**src/rtl/ccstub_pkg.sv**
```systemverilog
package ccstub_pkg;

    localparam int OFS_W = 12;
    localparam int DW    = 32;

    localparam logic [DW-1:0] ID_WORD  = 32'h4100_00C8;
    localparam logic [DW-1:0] AUX_RST  = 32'h0202_0000;

    localparam logic [OFS_W-1:0] OFS_ID     = 12'h000;
    localparam logic [OFS_W-1:0] OFS_TYPE   = 12'h004;
    localparam logic [OFS_W-1:0] OFS_CTRL   = 12'h100;
    localparam logic [OFS_W-1:0] OFS_AUX    = 12'h104;
    localparam logic [OFS_W-1:0] OFS_TAGLAT = 12'h108;
    localparam logic [OFS_W-1:0] OFS_DATLAT = 12'h10C;
    localparam logic [OFS_W-1:0] OFS_FSTART = 12'hC00;
    localparam logic [OFS_W-1:0] OFS_FEND   = 12'hC04;
    localparam logic [OFS_W-1:0] OFS_Q0     = 12'hF40;
    localparam logic [OFS_W-1:0] OFS_Q1     = 12'hF60;
    localparam logic [OFS_W-1:0] OFS_Q2     = 12'hF80;
    localparam logic [OFS_W-1:0] MAINT_LO   = 12'h730;
    localparam logic [OFS_W-1:0] MAINT_HI   = 12'h800;

    typedef enum logic [3:0] {
        SEL_ID, SEL_TYPE, SEL_CTRL, SEL_AUX, SEL_TAGLAT, SEL_DATLAT,
        SEL_FSTART, SEL_FEND, SEL_MAINT, SEL_QUIET, SEL_BAD
    } sel_e;

    typedef struct packed {
        sel_e sel;
        logic wr;
        logic rd;
    } acc_t;

    typedef struct packed {
        logic          enable;
        logic [DW-1:0] aux;
        logic [DW-1:0] taglat;
        logic [DW-1:0] datlat;
        logic [DW-1:0] fstart;
        logic [DW-1:0] fend;
    } cfg_t;

    function automatic sel_e decode_ofs(input logic [OFS_W-1:0] ofs);
        sel_e s;
        if (ofs >= MAINT_LO && ofs < MAINT_HI) begin
            s = SEL_MAINT;
        end else begin
            unique case (ofs)
                OFS_ID:     s = SEL_ID;
                OFS_TYPE:   s = SEL_TYPE;
                OFS_CTRL:   s = SEL_CTRL;
                OFS_AUX:    s = SEL_AUX;
                OFS_TAGLAT: s = SEL_TAGLAT;
                OFS_DATLAT: s = SEL_DATLAT;
                OFS_FSTART: s = SEL_FSTART;
                OFS_FEND:   s = SEL_FEND;
                OFS_Q0, OFS_Q1, OFS_Q2: s = SEL_QUIET;
                default:    s = SEL_BAD;
            endcase
        end
        return s;
    endfunction

    function automatic logic write_ok(input sel_e s);
        return !(s == SEL_ID || s == SEL_TYPE || s == SEL_BAD);
    endfunction

    function automatic logic read_ok(input sel_e s);
        return s != SEL_BAD;
    endfunction

    function automatic logic [4:0] way_size_bits(input logic [DW-1:0] aux);
        return {aux[19:17], 1'b0, aux[16]};
    endfunction

endpackage

```
**src/rtl/ccs_decode.sv**
```systemverilog
module ccs_decode
    import ccstub_pkg::*;
(
    input  logic [OFS_W-1:0] ofs,
    input  logic             we,
    input  logic             re,
    output acc_t             acc,
    output logic             flag
);

    always_comb begin
        acc.sel = decode_ofs(ofs);
        acc.wr  = we;
        acc.rd  = re && !we;
        flag    = (acc.wr && !write_ok(acc.sel)) || (acc.rd && !read_ok(acc.sel));
    end

endmodule

```
**src/rtl/ccs_regs.sv**
```systemverilog
module ccs_regs
    import ccstub_pkg::*;
(
    input  logic          clk,
    input  logic          rst,
    input  acc_t          acc,
    input  logic [DW-1:0] wdata,
    output cfg_t          cfg
);

    always_ff @(posedge clk) begin
        if (rst) begin
            cfg.enable <= 1'b0;
            cfg.aux    <= AUX_RST;
            cfg.taglat <= '0;
            cfg.datlat <= '0;
            cfg.fstart <= '0;
            cfg.fend   <= '0;
        end else if (acc.wr) begin
            case (acc.sel)
                SEL_CTRL:   cfg.enable <= wdata[0];
                SEL_AUX:    cfg.aux    <= wdata;
                SEL_TAGLAT: cfg.taglat <= wdata;
                SEL_DATLAT: cfg.datlat <= wdata;
                SEL_FSTART: cfg.fstart <= wdata;
                SEL_FEND:   cfg.fend   <= wdata;
                default: ;
            endcase
        end
    end

    // registers leave reset with their documented values
    assert_reset_vals_R8: assert property (@(posedge clk)
        $past(rst) |-> (cfg.aux == AUX_RST && !cfg.enable && cfg.taglat == '0 &&
                        cfg.datlat == '0 && cfg.fstart == '0 && cfg.fend == '0));

    // discarded writes leave every register untouched
    assert_quiet_write_R2: assert property (@(posedge clk) disable iff (rst)
        (acc.wr && (acc.sel == SEL_MAINT || acc.sel == SEL_QUIET || acc.sel == SEL_BAD)) |=>
        $stable(cfg));

endmodule

```
**src/rtl/ccs_type_word.sv**
```systemverilog
module ccs_type_word
    import ccstub_pkg::*;
#(
    parameter logic [DW-1:0] TYPE_INIT = 32'h1C10_0100
) (
    input  logic          clk,
    input  logic          rst,
    input  logic          rd_type,
    input  logic          wr_any,
    input  logic [DW-1:0] aux,
    output logic [DW-1:0] type_next
);

    localparam int LO_POS = 6;
    localparam int HI_POS = 18;

    logic [DW-1:0] type_q = TYPE_INIT;
    logic [4:0]    merge;

    always_comb begin
        merge     = way_size_bits(aux);
        type_next = type_q | (DW'(merge) << HI_POS) | (DW'(merge) << LO_POS);
    end

    always_ff @(posedge clk) begin
        if (rd_type) type_q <= type_next;
    end

    // merged bits never clear
    assert_type_sticky_R4: assert property (@(posedge clk) disable iff (rst)
        (type_q & $past(type_q)) == $past(type_q));

    // a write cycle never updates the type word
    assert_collide_no_merge_R13: assert property (@(posedge clk) disable iff (rst)
        wr_any |=> $stable(type_q));

endmodule

```
**src/rtl/cache_reg_stub.sv**
```systemverilog
module cache_reg_stub
    import ccstub_pkg::*;
#(
    parameter int            ADDR_W    = 32,
    parameter logic [31:0]   TYPE_INIT = 32'h1C10_0100
) (
    input  logic              clk,
    input  logic              rst,
    input  logic [ADDR_W-1:0] bus_addr,
    input  logic [31:0]       bus_wdata,
    input  logic              bus_we,
    input  logic              bus_re,
    output logic [31:0]       bus_rdata,
    output logic              bad_access
);

    acc_t          acc;
    logic          flag;
    cfg_t          cfg;
    logic [DW-1:0] type_word;
    logic [DW-1:0] rd_mux;
    logic          unused_addr_hi;

    assign unused_addr_hi = ^bus_addr[ADDR_W-1:OFS_W];

    ccs_decode u_dec (
        .ofs  (bus_addr[OFS_W-1:0]),
        .we   (bus_we),
        .re   (bus_re),
        .acc  (acc),
        .flag (flag)
    );

    ccs_regs u_regs (
        .clk   (clk),
        .rst   (rst),
        .acc   (acc),
        .wdata (bus_wdata),
        .cfg   (cfg)
    );

    ccs_type_word #(.TYPE_INIT(TYPE_INIT)) u_type (
        .clk       (clk),
        .rst       (rst),
        .rd_type   (acc.rd && acc.sel == SEL_TYPE && !rst),
        .wr_any    (acc.wr),
        .aux       (cfg.aux),
        .type_next (type_word)
    );

    always_comb begin
        case (acc.sel)
            SEL_ID:     rd_mux = ID_WORD;
            SEL_TYPE:   rd_mux = type_word;
            SEL_CTRL:   rd_mux = {{(DW-1){1'b0}}, cfg.enable};
            SEL_AUX:    rd_mux = cfg.aux;
            SEL_TAGLAT: rd_mux = cfg.taglat;
            SEL_DATLAT: rd_mux = cfg.datlat;
            SEL_FSTART: rd_mux = cfg.fstart;
            SEL_FEND:   rd_mux = cfg.fend;
            default:    rd_mux = '0;
        endcase
    end

    always_ff @(posedge clk) begin
        if (rst) begin
            bus_rdata  <= '0;
            bad_access <= 1'b0;
        end else begin
            if (acc.rd) bus_rdata <= rd_mux;
            bad_access <= flag;
        end
    end

    // the pulse follows exactly one flagged access
    assert_bad_follows_R12: assert property (@(posedge clk) disable iff (rst)
        bad_access |-> $past(flag));

    // identity read
    assert_id_read_R3: assert property (@(posedge clk) disable iff (rst)
        (acc.rd && acc.sel == SEL_ID) |=> bus_rdata == ID_WORD);

    // maintenance range reports completion
    assert_maint_zero_R2: assert property (@(posedge clk) disable iff (rst)
        (acc.rd && acc.sel == SEL_MAINT) |=> bus_rdata == '0);

    // enable register upper bits are zero
    assert_ctrl_bit0_R6: assert property (@(posedge clk) disable iff (rst)
        (acc.rd && acc.sel == SEL_CTRL) |=> bus_rdata[31:1] == '0);

    // read data holds without an accepted read
    assert_rdata_hold_R11: assert property (@(posedge clk) disable iff (rst)
        !acc.rd |=> $stable(bus_rdata));

endmodule

```
**config.mk**
```make
export PLATFORM = sky130hd
export DESIGN_NAME = cache_reg_stub
export DESIGN_NICKNAME = d
export VERILOG_FILES = /design/src/rtl/ccstub_pkg.sv /design/src/rtl/ccs_decode.sv /design/src/rtl/ccs_regs.sv /design/src/rtl/ccs_type_word.sv /design/src/rtl/cache_reg_stub.sv
export SDC_FILE = /design/constraint.sdc
export NUM_CORES = 1
export LEC_CHECK = 0
export BUFFER_PORTS_ARGS = -buffer_cell sky130_fd_sc_hd__buf_2
export CORE_MARGIN = 8
export CORE_UTILIZATION = 45
export DETAILED_ROUTE_END_ITERATION = 10
export GPL_TIMING_DRIVEN = 0
export HOLD_SLACK_MARGIN = 0.03
export SKIP_LAST_GASP = 1
export SYNTH_ARGS = -nofsm -noshare
export SYNTH_HDL_FRONTEND = slang
export SYNTH_SLANG_ARGS = --single-unit
```
**constraint.sdc**
```tcl
create_clock -name clk -period 4.07 [get_ports clk]
set_input_delay 0.6105 -clock clk [delete_from_list [all_inputs] [get_ports clk]]
set_output_delay 0.6105 -clock clk [all_outputs]
set_load 0.01 [all_outputs]
```
==> metrics.txt <==
status=complete, no violations; die area=23920 um2; Area growth syn-to-layout=16.63%; post_cts resized=0; Synth Area per Inst=8.262 um2; routability congestion estimate=0.8622; Buf+Inv Stages, Crit Path=2; post-synthesis compound-gate area fraction=19.61%; layout net count=1217; met3 WL=2485 um; share of cells above drive strength 1=12.96%; Peak Freq=360.6 MHz; YS warnings=0; drt wl/cell=21.32 um; Crit Path Class=in -> reg; Worst setup EP type=flip-flop; Slew Limit Fails=0; max_slew headroom=44.71%; RSZ-0062 raised after global routing=no; Overflow after GRT=0; Clock transition at path regs=60 ps; number of remaining DRC errors=0; TritonCTS Buffers=23; Util after Layout=53.76%; Total Routed Length=29830 um; CTS sink count=202; Max Used Layer=met5; H-tree levels=1; count of final setup violators=0; Hold Crit Class=in -> reg; post-synthesis async set-or-reset flop share=0%; CP max FO=10; global-route wire length before repair=45760 um; Worst EP arrival=3200 ps; fin crit share=68.15%; Post-Synth XOR/XNOR Area=0%; FILL cells=1854; Synth Area in Adders=0%; final setup TNS=0 ps; CTS root buf=clkbuf_16; Post-DRT Antenna Nets=0; dpl hpwl=20470 um; most used cell, CP=nand2_1; Synth Flop Type=dfxtp_1; standard-cell row count=50; Pleak=3.373 nW; later-pin clock latency in the skew report=520 ps; clock skew=11.10 ps; Post-synth EDFFs=8; slowest cell on the critical path=nor3_2; post-CTS setup buffer count=0; Hold Violations, Final=0; min cycle time layout=2774 ps; initial cell density of the core=46.09%; cell family with most CP delay=simple AND/OR/NAND/NOR gates; power density cells=423.0 nW/um2; DR iter-0 viols=869; Worst VDD drop=0.3005 mV; Synth cell types=65; via/cell ratio=5.778; simple logic cell fraction of the synthesized area=22.42%; Die Y=154.7 um; Syn Nets=1115; CTS tree=yes; crit path cell chain=buf_2 > nor3_1 > nand2_1 > nor3_2 > clkbuf_1 > nand2_1 > a32oi_1; GRT Overall Usage=24.47%; worst slew pin tran=822.5 ps; MaxCap Viol Count=0; Crit path required time=4500 ps; Synth Instances=1047; Seq/Total Area, Yosys=47.67%; M1 WL=13110 um; hold-fix buffers at CTS=0; vias in the first global route=7776; diodes inserted=0; largest family of logic cells by synthesized area=simple AND/OR/NAND/NOR gates; I/O Pins=101; Worst setup SP type=input port; DR vias=8083; die width=154.7 um; core area=18770 um2; I/O Buffers=77; slowest stage delay, CP=760 ps; #FFs+latches synth=202; largest net degree at the start of global routing=14; cell area after synthesis=8651 um2; mux contribution to synthesized area=4.990%; DRT Pass-1 Iters=6; Clock Tree Buf Depth=3; met2 WL=13480 um; initial antenna violation count=1
[through the flow]
| stage | std cells | instance area [um2] | hold WS (ps) | total power (W) | setup WS [ps] |
|---|---|---|---|---|---|
| 6_report | 1399 | 10090 | 382.4 | 0.004268 | 1296 |
| 4_1_cts | 1399 | 10090 | 375.3 | 0.004278 | 1341 |
| 2_1_floorplan | 1047 | 8651 | 427.4 | 0.002108 | 1663 |
| 5_1_grt | 1399 | 10090 | 394.9 | 0.004372 | 1136 |
| 3_3_place_gp | 1358 | 9329 | 435.7 | 0.002206 | 908.1 |
| 3_5_place_dp | 1358 | 9329 | 441.0 | 0.002206 | 864.0 |
[power breakdown]
group,internal [W],total (W),switching (W),leakage [nW]
registers,0.00199,0.00199,0.000000235,1.63
logic,0.0000423,0.000177,0.000134,1.37
clock network,0.00126,0.00210,0.000844,0.374
total,0.00329,0.00427,0.000978,3.37
[worst reg2reg max path: cells and delay by family (launching register included)]
family / cells / cell delay (ps)
compound gates: 1 / 200
simple gates: 2 / 630
flops: 1 / 490
[final timing paths]
| kind | start | endpoint | slack [ps] | cells past startpoint |
|---|---|---|---|---|
| worst max-delay path | bus_addr[5] | bus_rdata[25] | 1300 | 7 |
| worst min-delay path | bus_wdata[25] | u_regs.cfg[89] | 380 | 3 |
| worst max register to register | u_regs.cfg[145] | bus_rdata[20] | 2670 | 3 |
| worst min register to register | u_regs.cfg[158] | u_regs.cfg[158] | 450 | 2 |
[state kept, by name, summed over array words and instances (netlist names)]
name / count
bus_rdata: 32
bad_access: 1
u_type.type_q: 8
u_regs.cfg: 161
[kinds of logic after synthesis]
group,Yosys count
buf+inv,101
simple gates,452
flops,202
compound gates,249
mux,43
[cells in the mapped netlist, types with 2 or more instances]
| master | instances | share of area [%] |
|---|---|---|
| inv_1 | 10 | 0.43 |
| o21ai_0 | 8 | 0.46 |
| or4b_1 | 3 | 0.35 |
| a31oi_1 | 4 | 0.29 |
| a21oi_1 | 132 | 7.6 |
| nor3_2 | 2 | 0.23 |
| nand4b_1 | 2 | 0.20 |
| nand3b_1 | 4 | 0.35 |
| o21ai_1 | 2 | 0.12 |
| dfxtp_1 | 194 | 45 |
| edfxtp_1 | 8 | 2.8 |
| a32oi_1 | 20 | 2.0 |
| a221o_1 | 5 | 0.58 |
| a22o_1 | 20 | 2.0 |
| buf_2 | 10 | 0.58 |
| nand4_1 | 5 | 0.36 |
| nand3_1 | 20 | 1.2 |
| clkbuf_1 | 68 | 3.0 |
| nor3_1 | 2 | 0.12 |
| a21boi_0 | 2 | 0.17 |
| and4_1 | 2 | 0.20 |
| or2_2 | 2 | 0.14 |
| a222oi_1 | 20 | 2.3 |
| a2bb2oi_1 | 6 | 0.61 |
| nand2b_1 | 3 | 0.22 |
| nor2_1 | 48 | 2.1 |
| a211o_1 | 5 | 0.51 |
| nand2_1 | 334 | 14 |
| buf_6 | 6 | 0.78 |
| a211oi_1 | 4 | 0.35 |
| o32ai_1 | 3 | 0.30 |
| a32o_1 | 3 | 0.35 |
| and3_1 | 7 | 0.51 |
| a21o_1 | 2 | 0.17 |
| buf_4 | 6 | 0.52 |
| or4_1 | 3 | 0.26 |
| a221oi_1 | 3 | 0.30 |
| mux2i_1 | 42 | 4.9 |
[cells in the final DEF, fill, tap and decap left out, drive strengths merged, types with 6 or more instances in the layout]
cell type / instances
a21oi: 133
a222oi: 20
a22o: 20
a2bb2oi: 6
a32oi: 20
and3: 7
buf: 100
clkbuf: 101
dfxtp: 194
edfxtp: 8
inv: 11
mux2i: 42
nand2: 334
nand3: 20
nor2: 49
o21ai: 10
[layout make-up]
class	instances	area [um2]	area share, %
well taps	234	292.8	2.902
plain buffers	91	421.7	4.179
inverters	10	37.54	0.3720
clock buffers	33	663.1	6.572
repair buffers	77	385.4	3.819
flip-flops and latches	202	4124	40.87
multi-input cells	744	4068	40.31
clock inverters	8	97.59	0.9673
[layer usage]
metal / vias to the layer above / global-route usage, %
met5: - / 0
met1: 3834 / 33.40
met3: 64 / 4.625
met4: 2 / 7.186
met2: 324 / 38.52
li1: 3859 / -
(Power assumes the default switching activity.)
